--- src/rtl/ep0o_pkg.sv ---
package ep0o_pkg;
  typedef enum logic [1:0] {
    STG_IDLE   = 2'd0,
    STG_OUT    = 2'd1,
    STG_STATUS = 2'd2
  } stage_e;

  typedef enum logic [1:0] {
    RX_IDLE  = 2'd0,
    RX_STORE = 2'd1,
    RX_DROP  = 2'd2
  } rx_state_e;

  localparam logic [1:0] HS_ACK = 2'b01;
  localparam logic [1:0] HS_NAK = 2'b10;

  localparam logic [2:0] A_CTRL = 3'd0;
  localparam logic [2:0] A_STAT = 3'd1;
  localparam logic [2:0] A_DONE = 3'd2;
  localparam logic [2:0] A_SIZE = 3'd3;
  localparam logic [2:0] A_DATA = 3'd4;
endpackage

--- src/rtl/ep0o_fifo.sv ---
module ep0o_fifo #(
  parameter int DEPTH = 8,
  parameter int DW = 8,
  localparam int CW = $clog2(DEPTH + 1),
  localparam int IW = $clog2(DEPTH)
) (
  input  logic          clk,
  input  logic          rst_n,
  input  logic          wr_en,
  input  logic [IW-1:0] wr_idx,
  input  logic [DW-1:0] wr_data,
  input  logic          commit,
  input  logic [CW-1:0] commit_cnt,
  input  logic          flush,
  input  logic          pop,
  output logic [CW-1:0] cnt,
  output logic [DW-1:0] rd_data
);
  logic [DW-1:0] mem [DEPTH];
  logic [CW-1:0] cnt_q, cnt_d, ptr_q, ptr_d;
  logic          have_data;

  always_ff @(posedge clk) begin
    if (wr_en) mem[wr_idx] <= wr_data;
  end

  assign have_data = (ptr_q < cnt_q);

  always_comb begin
    cnt_d = cnt_q;
    ptr_d = ptr_q;
    if (commit) begin
      cnt_d = commit_cnt;
      ptr_d = '0;
    end else if (flush) begin
      cnt_d = '0;
      ptr_d = '0;
    end else if (pop && have_data) begin
      ptr_d = ptr_q + 1'b1;
    end
  end

  always_ff @(posedge clk or negedge rst_n) begin
    if (!rst_n) begin
      cnt_q <= '0;
      ptr_q <= '0;
    end else begin
      cnt_q <= cnt_d;
      ptr_q <= ptr_d;
    end
  end

  assign cnt     = cnt_q;
  assign rd_data = have_data ? mem[ptr_q[IW-1:0]] : '0;

  AST_CNT_BOUND: assert property (@(posedge clk) disable iff (!rst_n)
    cnt_q <= CW'(DEPTH));
  AST_FLUSH_EMPTY: assert property (@(posedge clk) disable iff (!rst_n)
    (flush && !commit) |=> (cnt_q == '0));
  AST_EMPTY_POP_HOLD: assert property (@(posedge clk) disable iff (!rst_n)
    (pop && !have_data && !commit && !flush) |=> $stable(ptr_q));
endmodule

--- src/rtl/ep0o_rx_ctl.sv ---
module ep0o_rx_ctl
  import ep0o_pkg::*;
#(
  parameter int DEPTH = 8,
  parameter int DW = 8,
  localparam int CW = $clog2(DEPTH + 1),
  localparam int IW = $clog2(DEPTH)
) (
  input  logic          clk,
  input  logic          rst_n,
  input  logic          tok_out,
  input  logic          stage_out,
  input  logic          rx_sop,
  input  logic          rx_valid,
  input  logic [DW-1:0] rx_data,
  input  logic          rx_eop,
  input  logic          rx_good,
  input  logic          rearm,
  output logic          wr_en,
  output logic [IW-1:0] wr_idx,
  output logic [DW-1:0] wr_data,
  output logic          commit,
  output logic [CW-1:0] commit_cnt,
  output logic          armed,
  output logic          hs_valid,
  output logic [1:0]    hs_code
);
  rx_state_e     state_q, state_d;
  logic [CW-1:0] idx_q, idx_d, cur_idx;
  logic          ovf_q, ovf_d;
  logic          armed_q, armed_d;
  logic          hsv_q, hsv_d;
  logic [1:0]    hsc_q, hsc_d;

  assign cur_idx    = rx_sop ? '0 : idx_q;
  assign wr_idx     = cur_idx[IW-1:0];
  assign wr_data    = rx_data;
  assign commit_cnt = idx_q;

  always_comb begin
    state_d = state_q;
    idx_d   = idx_q;
    ovf_d   = ovf_q;
    armed_d = armed_q;
    hsv_d   = 1'b0;
    hsc_d   = hsc_q;
    wr_en   = 1'b0;
    commit  = 1'b0;
    if (rearm) armed_d = 1'b1;
    case (state_q)
      RX_IDLE: begin
        if (tok_out && stage_out) begin
          state_d = armed_q ? RX_STORE : RX_DROP;
          idx_d   = '0;
          ovf_d   = 1'b0;
        end
      end
      RX_STORE: begin
        if (rx_valid) begin
          if (cur_idx < CW'(DEPTH)) begin
            wr_en = 1'b1;
            idx_d = cur_idx + 1'b1;
          end else begin
            ovf_d = 1'b1;
            idx_d = cur_idx;
          end
        end
        if (rx_eop) begin
          state_d = RX_IDLE;
          if (rx_good) begin
            hsv_d = 1'b1;
            if (!ovf_q) begin
              hsc_d   = HS_ACK;
              commit  = 1'b1;
              armed_d = 1'b0;
            end else begin
              hsc_d = HS_NAK;
            end
          end
        end
      end
      RX_DROP: begin
        if (rx_eop) begin
          state_d = RX_IDLE;
          if (rx_good) begin
            hsv_d = 1'b1;
            hsc_d = HS_NAK;
          end
        end
      end
      default: state_d = RX_IDLE;
    endcase
  end

  always_ff @(posedge clk or negedge rst_n) begin
    if (!rst_n) begin
      state_q <= RX_IDLE;
      idx_q   <= '0;
      ovf_q   <= 1'b0;
      armed_q <= 1'b1;
      hsv_q   <= 1'b0;
      hsc_q   <= 2'b00;
    end else begin
      state_q <= state_d;
      idx_q   <= idx_d;
      ovf_q   <= ovf_d;
      armed_q <= armed_d;
      hsv_q   <= hsv_d;
      hsc_q   <= hsc_d;
    end
  end

  assign armed    = armed_q;
  assign hs_valid = hsv_q;
  assign hs_code  = hsc_q;

  AST_ACK_ONLY_ARMED: assert property (@(posedge clk) disable iff (!rst_n)
    (hsv_q && hsc_q == HS_ACK) |-> $past(armed_q));
  AST_HS_LEGAL: assert property (@(posedge clk) disable iff (!rst_n)
    hsv_q |-> (hsc_q == HS_ACK || hsc_q == HS_NAK));
  AST_HS_PULSE: assert property (@(posedge clk) disable iff (!rst_n)
    hsv_q |=> !hsv_q);
  AST_DROP_NO_WRITE: assert property (@(posedge clk) disable iff (!rst_n)
    (state_q == RX_DROP) |-> !wr_en);
endmodule

--- src/rtl/ep0o_stage.sv ---
module ep0o_stage
  import ep0o_pkg::*;
(
  input  logic       clk,
  input  logic       rst_n,
  input  logic       sel_out,
  input  logic       tok_in,
  input  logic       tok_setup,
  output logic [1:0] stage
);
  stage_e stage_q, stage_d;

  always_comb begin
    stage_d = stage_q;
    if (tok_setup)                          stage_d = STG_IDLE;
    else if (tok_in && stage_q == STG_OUT)  stage_d = STG_STATUS;
    else if (sel_out)                       stage_d = STG_OUT;
  end

  always_ff @(posedge clk or negedge rst_n) begin
    if (!rst_n) stage_q <= STG_IDLE;
    else        stage_q <= stage_d;
  end

  assign stage = stage_q;

  AST_IN_ENDS_OUT: assert property (@(posedge clk) disable iff (!rst_n)
    (stage_q == STG_OUT && tok_in && !tok_setup) |=> (stage_q == STG_STATUS));
  AST_SETUP_IDLE: assert property (@(posedge clk) disable iff (!rst_n)
    tok_setup |=> (stage_q == STG_IDLE));
endmodule

--- src/rtl/ep0o_regs.sv ---
module ep0o_regs
  import ep0o_pkg::*;
#(
  parameter int DEPTH = 8,
  parameter int DW = 8,
  localparam int CW = $clog2(DEPTH + 1)
) (
  input  logic          clk,
  input  logic          rst_n,
  input  logic [2:0]    addr,
  input  logic          wr,
  input  logic          rd,
  input  logic [1:0]    wdata,
  input  logic          flag_set,
  input  logic [1:0]    stage,
  input  logic          armed,
  input  logic [CW-1:0] cnt,
  input  logic [DW-1:0] rd_data,
  output logic [DW-1:0] rdata,
  output logic          sel_out,
  output logic          flag_clr,
  output logic          rearm,
  output logic          pop,
  output logic          irq
);
  logic flag_q, flag_d;
  logic ien_q, ien_d;
  logic wr_ctrl;

  assign wr_ctrl  = wr && (addr == A_CTRL);
  assign sel_out  = wr_ctrl && wdata[0];
  assign flag_clr = wr && (addr == A_STAT) && wdata[0];
  assign rearm    = wr && (addr == A_DONE) && wdata[0];
  assign pop      = rd && (addr == A_DATA);

  always_comb begin
    ien_d  = wr_ctrl ? wdata[1] : ien_q;
    flag_d = flag_q;
    if (flag_set)      flag_d = 1'b1;
    else if (flag_clr) flag_d = 1'b0;
  end

  always_ff @(posedge clk or negedge rst_n) begin
    if (!rst_n) begin
      flag_q <= 1'b0;
      ien_q  <= 1'b0;
    end else begin
      flag_q <= flag_d;
      ien_q  <= ien_d;
    end
  end

  always_comb begin
    rdata = '0;
    case (addr)
      A_CTRL: begin
        rdata[3:2] = stage;
        rdata[1]   = ien_q;
      end
      A_STAT: begin
        rdata[0] = flag_q;
        rdata[1] = armed;
      end
      A_SIZE:  rdata[CW-1:0] = cnt;
      A_DATA:  rdata = rd_data;
      default: rdata = '0;
    endcase
  end

  assign irq = flag_q & ien_q;

  AST_SET_WINS: assert property (@(posedge clk) disable iff (!rst_n)
    flag_set |=> flag_q);
  AST_CLR_FLAG: assert property (@(posedge clk) disable iff (!rst_n)
    (flag_clr && !flag_set) |=> !flag_q);
endmodule

--- src/rtl/ep0_out_rxbuf.sv ---
module ep0_out_rxbuf
  import ep0o_pkg::*;
#(
  parameter int DEPTH = 8,
  parameter int DW = 8,
  localparam int CW = $clog2(DEPTH + 1),
  localparam int IW = $clog2(DEPTH)
) (
  input  logic          clk,
  input  logic          rst_n,
  input  logic          tok_out,
  input  logic          tok_in,
  input  logic          tok_setup,
  input  logic          rx_sop,
  input  logic          rx_valid,
  input  logic [DW-1:0] rx_data,
  input  logic          rx_eop,
  input  logic          rx_good,
  output logic          hs_valid,
  output logic [1:0]    hs_code,
  input  logic [2:0]    reg_addr,
  input  logic          reg_wr,
  input  logic          reg_rd,
  input  logic [1:0]    reg_wdata,
  output logic [DW-1:0] reg_rdata,
  output logic          irq
);
  logic [1:0]    rst_sync;
  logic          rst_ni;
  logic          wr_en, commit, armed, sel_out, flag_clr, rearm, pop;
  logic [IW-1:0] wr_idx;
  logic [DW-1:0] wr_data, rd_data;
  logic [CW-1:0] commit_cnt, cnt;
  logic [1:0]    stage;

  always_ff @(posedge clk or negedge rst_n) begin
    if (!rst_n) rst_sync <= 2'b00;
    else        rst_sync <= {rst_sync[0], 1'b1};
  end
  assign rst_ni = rst_sync[1];

  ep0o_stage u_stage (
    .clk(clk), .rst_n(rst_ni), .sel_out(sel_out), .tok_in(tok_in),
    .tok_setup(tok_setup), .stage(stage)
  );

  ep0o_rx_ctl #(.DEPTH(DEPTH), .DW(DW)) u_rx (
    .clk(clk), .rst_n(rst_ni), .tok_out(tok_out),
    .stage_out(stage == STG_OUT), .rx_sop(rx_sop), .rx_valid(rx_valid),
    .rx_data(rx_data), .rx_eop(rx_eop), .rx_good(rx_good), .rearm(rearm),
    .wr_en(wr_en), .wr_idx(wr_idx), .wr_data(wr_data), .commit(commit),
    .commit_cnt(commit_cnt), .armed(armed), .hs_valid(hs_valid),
    .hs_code(hs_code)
  );

  ep0o_fifo #(.DEPTH(DEPTH), .DW(DW)) u_fifo (
    .clk(clk), .rst_n(rst_ni), .wr_en(wr_en), .wr_idx(wr_idx),
    .wr_data(wr_data), .commit(commit), .commit_cnt(commit_cnt),
    .flush(rearm), .pop(pop), .cnt(cnt), .rd_data(rd_data)
  );

  ep0o_regs #(.DEPTH(DEPTH), .DW(DW)) u_regs (
    .clk(clk), .rst_n(rst_ni), .addr(reg_addr), .wr(reg_wr), .rd(reg_rd),
    .wdata(reg_wdata), .flag_set(commit), .stage(stage), .armed(armed),
    .cnt(cnt), .rd_data(rd_data), .rdata(reg_rdata), .sel_out(sel_out),
    .flag_clr(flag_clr), .rearm(rearm), .pop(pop), .irq(irq)
  );

  AST_CLR_KEEPS_DISARM: assert property (@(posedge clk) disable iff (!rst_ni)
    (flag_clr && !rearm && !armed) |=> !armed);
  AST_REARM_ARMS: assert property (@(posedge clk) disable iff (!rst_ni)
    (rearm && !commit) |=> armed);
  AST_IDLE_NO_HS: assert property (@(posedge clk) disable iff (!rst_ni)
    (tok_out && stage != STG_OUT && !hs_valid) |=> !hs_valid);
endmodule

--- config.mk ---
export PLATFORM = sky130hd
export DESIGN_NAME = ep0_out_rxbuf
export DESIGN_NICKNAME = d
export VERILOG_FILES = /design/src/rtl/ep0o_pkg.sv /design/src/rtl/ep0o_fifo.sv /design/src/rtl/ep0o_rx_ctl.sv /design/src/rtl/ep0o_stage.sv /design/src/rtl/ep0o_regs.sv /design/src/rtl/ep0_out_rxbuf.sv
export SDC_FILE = /design/constraint.sdc
export NUM_CORES = 1
export LEC_CHECK = 0
export BUFFER_PORTS_ARGS = -buffer_cell sky130_fd_sc_hd__buf_2
export CAP_MARGIN = 20
export CORE_MARGIN = 5
export CORE_UTILIZATION = 46
export CTS_CLUSTER_DIAMETER = 150
export DETAILED_ROUTE_END_ITERATION = 8
export PLACE_DENSITY = 0.67
export SETUP_SLACK_MARGIN = 0.5
export SYNTH_ARGS = -nofsm -noshare
export SYNTH_HDL_FRONTEND = slang
export SYNTH_SLANG_ARGS = --single-unit
--- constraint.sdc ---
create_clock -name clk -period 2.15 [get_ports clk]
set_clock_uncertainty 0.1 [all_clocks]
set_input_delay 0.5375 -clock clk [delete_from_list [all_inputs] [get_ports clk]]
set_output_delay 0.5375 -clock clk [all_outputs]
set_load 0.01 [all_outputs]
Word level (Yosys, flattened, before mapping)
Memories as Yosys holds them, arrays and structs flattened.
Cells that the tools add are included.
{"block": "word_totals", "reg_bits": 25, "ramBits": 64, "inputBits": 24, "output_inout_bits": 12, "mem_count": 1}
{"memory": "u_fifo.mem", "words": 8, "width": 8, "rd": 1, "rd_ports_with_merged_regs": 0, "wr": 1, "line": "ep0o_fifo.sv:19", "source": "logic [DW-1:0] mem [DEPTH];"}
{"block": "classes", "n_addsub": 2, "order_cmp": 2, "eq_ne": 15, "n_mux": 51, "bitwise": 1, "reduce_logical": 23}
{"cell": "4-bit two-way mux", "count": 10}
{"cell": "1-bit two-way mux", "count": 22}
{"cell": "2-bit two-way mux", "count": 11}
{"cell": "2-bit inequality test (second input constant)", "count": 6}
{"cell": "1-bit logical AND", "count": 10}
{"cell": "4-bit by 1-bit adder with 4-bit output (second input constant)", "count": 2}
{"cell": "8-bit two-way mux", "count": 1}
{"cell": "2-bit case mux with 2 select lines", "count": 2}
{"cell": "4-bit case mux with 2 select lines", "count": 1}
{"cell": "2-bit nonzero test", "count": 4}
{"cell": "3-bit by 2-bit == test with 1-bit output (second input constant)", "count": 2}
{"cell": "2-bit case mux with 3 select lines", "count": 1}
{"cell": "3-bit nonzero test", "count": 2}
{"cell": "5-bit AND reduction", "count": 1}
{"cell": "2-bit by 1-bit == test with 1-bit output (second input constant)", "count": 2}
{"cell": "4-bit < comparator", "count": 1}
{"cell": "4-bit < comparator (second input constant)", "count": 1}
{"cell": "2-bit by 1-bit inequality test with 1-bit output (second input constant)", "count": 2}
{"cell": "1-bit case mux with 4 select lines", "count": 1}
{"cell": "4-bit AND reduction", "count": 1}
{"cell": "3-bit by 1-bit == test with 1-bit output (second input constant)", "count": 1}
{"cell": "3-bit == test (second input constant)", "count": 1}
{"cell": "3-bit logical NOT", "count": 1}
{"cell": "1-bit case mux with 3 select lines", "count": 1}
{"cell": "other kinds (7)", "count": 7}

Logic depth before layout (Yosys ltp)
{"block": "logic_depth", "depth_word": 8, "mapped_depth": 8, "depth_no_buf": 7}

Hierarchy
Synthesis repeated with hierarchy kept, for this count alone.
{"block": "hier_totals", "cells_unflattened": 310, "area_unflattened_um2": 4211.5}
{"module": "ep0o_fifo", "instances": 1, "cells_per_inst": 188, "area_each_um2": 2990.4}
{"module": "ep0o_rx_ctl", "instances": 1, "cells_per_inst": 81, "area_each_um2": 762.0}
{"module": "ep0o_regs", "instances": 1, "cells_per_inst": 30, "area_each_um2": 292.8}
{"module": "ep0o_stage", "instances": 1, "cells_per_inst": 7, "area_each_um2": 98.8}
{"module": "ep0_out_rxbuf", "instances": 1, "cells_per_inst": 4, "area_each_um2": 67.6}

Worst setup path before layout
OpenSTA, ideal clock, no wires.
{"block": "synth_path", "kind": "register -> register", "start": "register u_rx.state_q[1]", "end": "memory u_fifo.mem[2][0], enable pin", "setup_ns": 0.383, "t_arrival_ns": 1.745, "required_time_ns": 1.667, "path_slack_ns": -0.078, "path_stages_with_launch": 6, "synth_period_minus_slack_ns": 2.228, "cell_sequence": "dfrtp_1 -> inv_1 -> ha_1 -> nand2_1 -> or3_1 -> nor3_1"}
{"block": "synth_via", "elab_chain_len": 4}
{"item": "from (decl)", "line": "ep0o_rx_ctl.sv:28", "source": "rx_state_e state_q, state_d;"}
{"item": "from (signal assigned)", "line": "ep0o_rx_ctl.sv:104", "source": "state_q <= state_d;"}
{"item": "2-bit by 1-bit == test with 1-bit output", "line": "ep0o_rx_ctl.sv:50", "source": "case (state_q)"}
{"item": "1-bit two-way mux", "line": "ep0o_rx_ctl.sv:50"}
{"item": "1-bit two-way mux", "line": "ep0o_fifo.sv:24", "source": "if (wr_en) mem[wr_idx] <= wr_data;"}
{"item": "1-bit two-way mux (not written as such)", "line": "ep0o_fifo.sv:24"}
{"item": "to (decl)", "line": "ep0o_fifo.sv:19"}
No other way between the ends.

Final worst setup path
{"block": "layout_path", "start": "register u_fifo.ptr_q[0]", "end": "output port reg_rdata[0]"}
{"block": "layout_via", "elab_chain_len": 3, "elab_cells_between_ends": 4}
{"item": "from (decl)", "line": "ep0o_fifo.sv:20", "source": "logic [CW-1:0] cnt_q, cnt_d, ptr_q, ptr_d;"}
{"item": "from (signal assigned)", "line": "ep0o_fifo.sv:49", "source": "ptr_q <= ptr_d;"}
{"item": "memory 8 x 8 bit or 4-bit < comparator (tied branches)"}
{"item": "8-bit two-way mux *", "line": "ep0o_fifo.sv:54", "source": "assign rd_data = have_data ? mem[ptr_q[IW-1:0]] : '0;"}
{"item": "1-bit case mux with 3 select lines *", "line": "ep0o_regs.sv:55", "source": "case (addr)"}
{"item": "to (decl)", "line": "ep0_out_rxbuf.sv:25", "source": "output logic [DW-1:0] reg_rdata,"}
Every way passes the cells marked *; elsewhere a longest branch is shown, timed or not.

==> reports/qor.txt <==
status: finished, violations left
violated checks: setup timing
syn nets: 288
Die W: 102 microns
final setup vio count: 8
top cells by area, synth: edfxtp_1 (50%), dfrtp_1 (16%), mux4_2 (9.4%)
Core Footprint: 8180 sq um
Reg2Reg Setup Slack: 50 ps
Storage cell area: 2550 sq um
syn avg cell area: 15.0 sq um
Vias: 2449
drt first-iter violations: 161
Final TNS setup: -3160 ps
PwrDens: 802 nW/um^2
RSZ-0062 raised after global routing: true
CP Launch Point: u_fifo.ptr_q[0]
startpoint types: register
dpl hpwl: 5610 microns
fin crit share: 1.21
crit path capture type: output port
commonest non-fill, non-tap cells in the layout: edfxtp_1 (64), buf_2 (34), buf_4 (30), dfrtp_1 (22), mux4_2 (16)
DR DRC count: 0
Max IR drop VDD: 356 uV
FF-to-FF path depth: 7
Via-to-Cell Ratio: 5.43
layout cells sized above 1: 0.471
sequential area share after synthesis: 0.662
Setup WS post-layout: -446 ps
die area: 10300 sq um
number of synthesized flops with an enable pin: 64
CP Capture Point: reg_rdata[0]
Netlist cell types: 45
drt wl/cell: 18.8 microns
Hold Violations, Final: 0
Power Total: 4100 uW
CP Data Arrival Time: 1960 ps
deepest clock path buffer count: 2
Ant. Diodes: 0
vias in the first global route: 2496
fmax: 385 MHz
cell accounting for the most synthesized area: edfxtp_1
register share of total power: 0.495
clock power share: 0.257
post-place setup slack: -78.2 ps
Final nets: 373
register bit total from synthesis: 89
Layout fillers: 612
total gr overflow: 0
die height: 102 microns
reg-to-reg startpoint: u_fifo.ptr_q[1]
clk sinks: 89
top cell type's share of synthesized area: 0.499
largest net degree at the start of global routing: 24
Hold Crit Class: register to async pin
most common cell after layout, fill and taps aside: edfxtp_1
gr usage total: 0.176
Final Max Slew Viols: 0
RePlAce Congestion: 0.840
drt total wl: 8460 microns
Comb pwr share: 0.248
initial antenna violation count: 0
drt first pass iters: 4
Num CTS Buffers: 9
Max Cap Violations: 0
Internal Power: 2920 uW
P_sw: 1180 uW
Crit Path Category: register to output port
Syn-to-layout area delta: 32.6%
Post-Syn Instances: 256
H-tree depth: 3
Top Ports: 36
initial core utilization: 0.471
Port-buffer cells: 35
synth warn: 0
number of cell rows: 33
Sw Share: 0.287
worst reg2reg path endpoint: u_fifo.ptr_q[0]
Clock transition at path regs: 90 ps
Top FF cell, synth: edfxtp_1
Tmin final: 2600 ps
Clk Latency, worst-skew pair: 360 ps
multi-input logic area: 1500 sq um
Antenna Nets Post-Route: 0
synthesized area: 3850 sq um
worst path required time: 1510 ps
Leak: 0.00190 uW
CTS tree: yes
ys async rst share: 0.281
global-route wire length before repair: 13400 microns
Crit Path Max Fanout: 11
clk root buf: clkbuf_8
-- routing by layer --
metal	up-vias	track usage	share of wire
li1	1149	-	-
met1	1237	0.236	0.45
met2	52	0.280	0.49
met3	11	0.0344	0.044
met4	0	0.0787	0.019
met5	-	0	0
-- power by group through the flow --
stage	clock network (uW)	logic (uW)	registers, uW
5_1_grt	1150	1100	2040
4_1_cts	1080	904	2030
2_1_floorplan	0	529	2060
6_report	1050	1020	2030
3_3_place_gp	0	768	2060
3_5_place_dp	0	781	2060
-- metrics by stage --
step	instances	util	hold WS, ps	area (sq um)
after global routing	451	0.624	167	5100
after detailed placement	416	0.564	127	4610
after global placement	416	0.564	124	4610
after CTS	439	0.600	132	4910
after floorplan	256	-	142	4040
final	451	0.624	110	5100
-- worst min-delay path by stage --
| stage | from | endpoint | slack (ps) | depth (start not counted) |
|---|---|---|---|---|
| 4_1_cts | rst_sync[1] | u_rx.commit_cnt[3] | 130 | 1 |
| 6_report | rst_sync[1] | u_rx.commit_cnt[3] | 110 | 1 |
| 3_5_place_dp | rst_sync[1] | u_rx.commit_cnt[2] | 130 | 1 |
| 3_3_place_gp | rst_sync[1] | u_rx.commit_cnt[2] | 120 | 1 |
| 2_1_floorplan | rst_n | rst_sync[0] | 140 | 0 |
| 5_1_grt | rst_sync[1] | u_rx.commit_cnt[3] | 170 | 1 |
-- cells by family after synthesis --
family	synth area share
AO/OA/AOI/OAI	0.0702
other	0.000974
AND/OR/NAND/NOR	0.0874
multiplexers	0.128
buffers and inverters	0.0260
adder cells (fa/ha/maj)	0.0260
flip-flops	0.662
-- area by class of cell --
class | instances | area share
Clock buffer | 10 | 0.0250
Clock inverter | 6 | 0.00980
Inverter | 13 | 0.00956
Multi-Input combinational cell | 144 | 0.293
Sequential cell | 89 | 0.500
Tap cell | 105 | 0.0257
Timing Repair Buffer | 84 | 0.137
-- sequential cells by signal, indices dropped and copies added, names as in the netlist --
name,count
u_rx.hs_valid,1
u_fifo.mem,64
u_rx.ovf_q,1
rst_sync,2
u_stage.stage,2
u_fifo.cnt,4
u_rx.hs_code,2
u_rx.armed,1
u_regs.ien_q,1
u_rx.state_q,2
u_regs.flag_q,1
u_rx.commit_cnt,4
u_fifo.ptr_q,4
-- critical path: stages (launching register included) --
cell and delay (ps):
dfrtp_1 400, buf_12 170, mux4_2 530, mux2i_2 210, o32ai_2 120, buf_2 150
-- what timing repair did --
item	CTS	global route
pin swaps	4	8
hold buffers	1	0
gates resized for setup	14	30
setup buffers	6	11
setup endpoints to repair	79	85
endpoints found under the hold margin	2	0
cloned	0	1
-- cell usage after synthesis (5+ instances only) --
| library cell | number |
|---|---|
| nand2_1 | 15 |
| a21oi_1 | 5 |
| dfrtp_1 | 24 |
| o21ai_0 | 6 |
| edfxtp_1 | 64 |
| buf_2 | 5 |
| ha_1 | 8 |
| mux2i_1 | 12 |
| inv_1 | 13 |
| nor2_1 | 18 |
| mux4_2 | 16 |
| nor3_1 | 9 |
No activity file was read; power rests on OpenSTA's default activity.
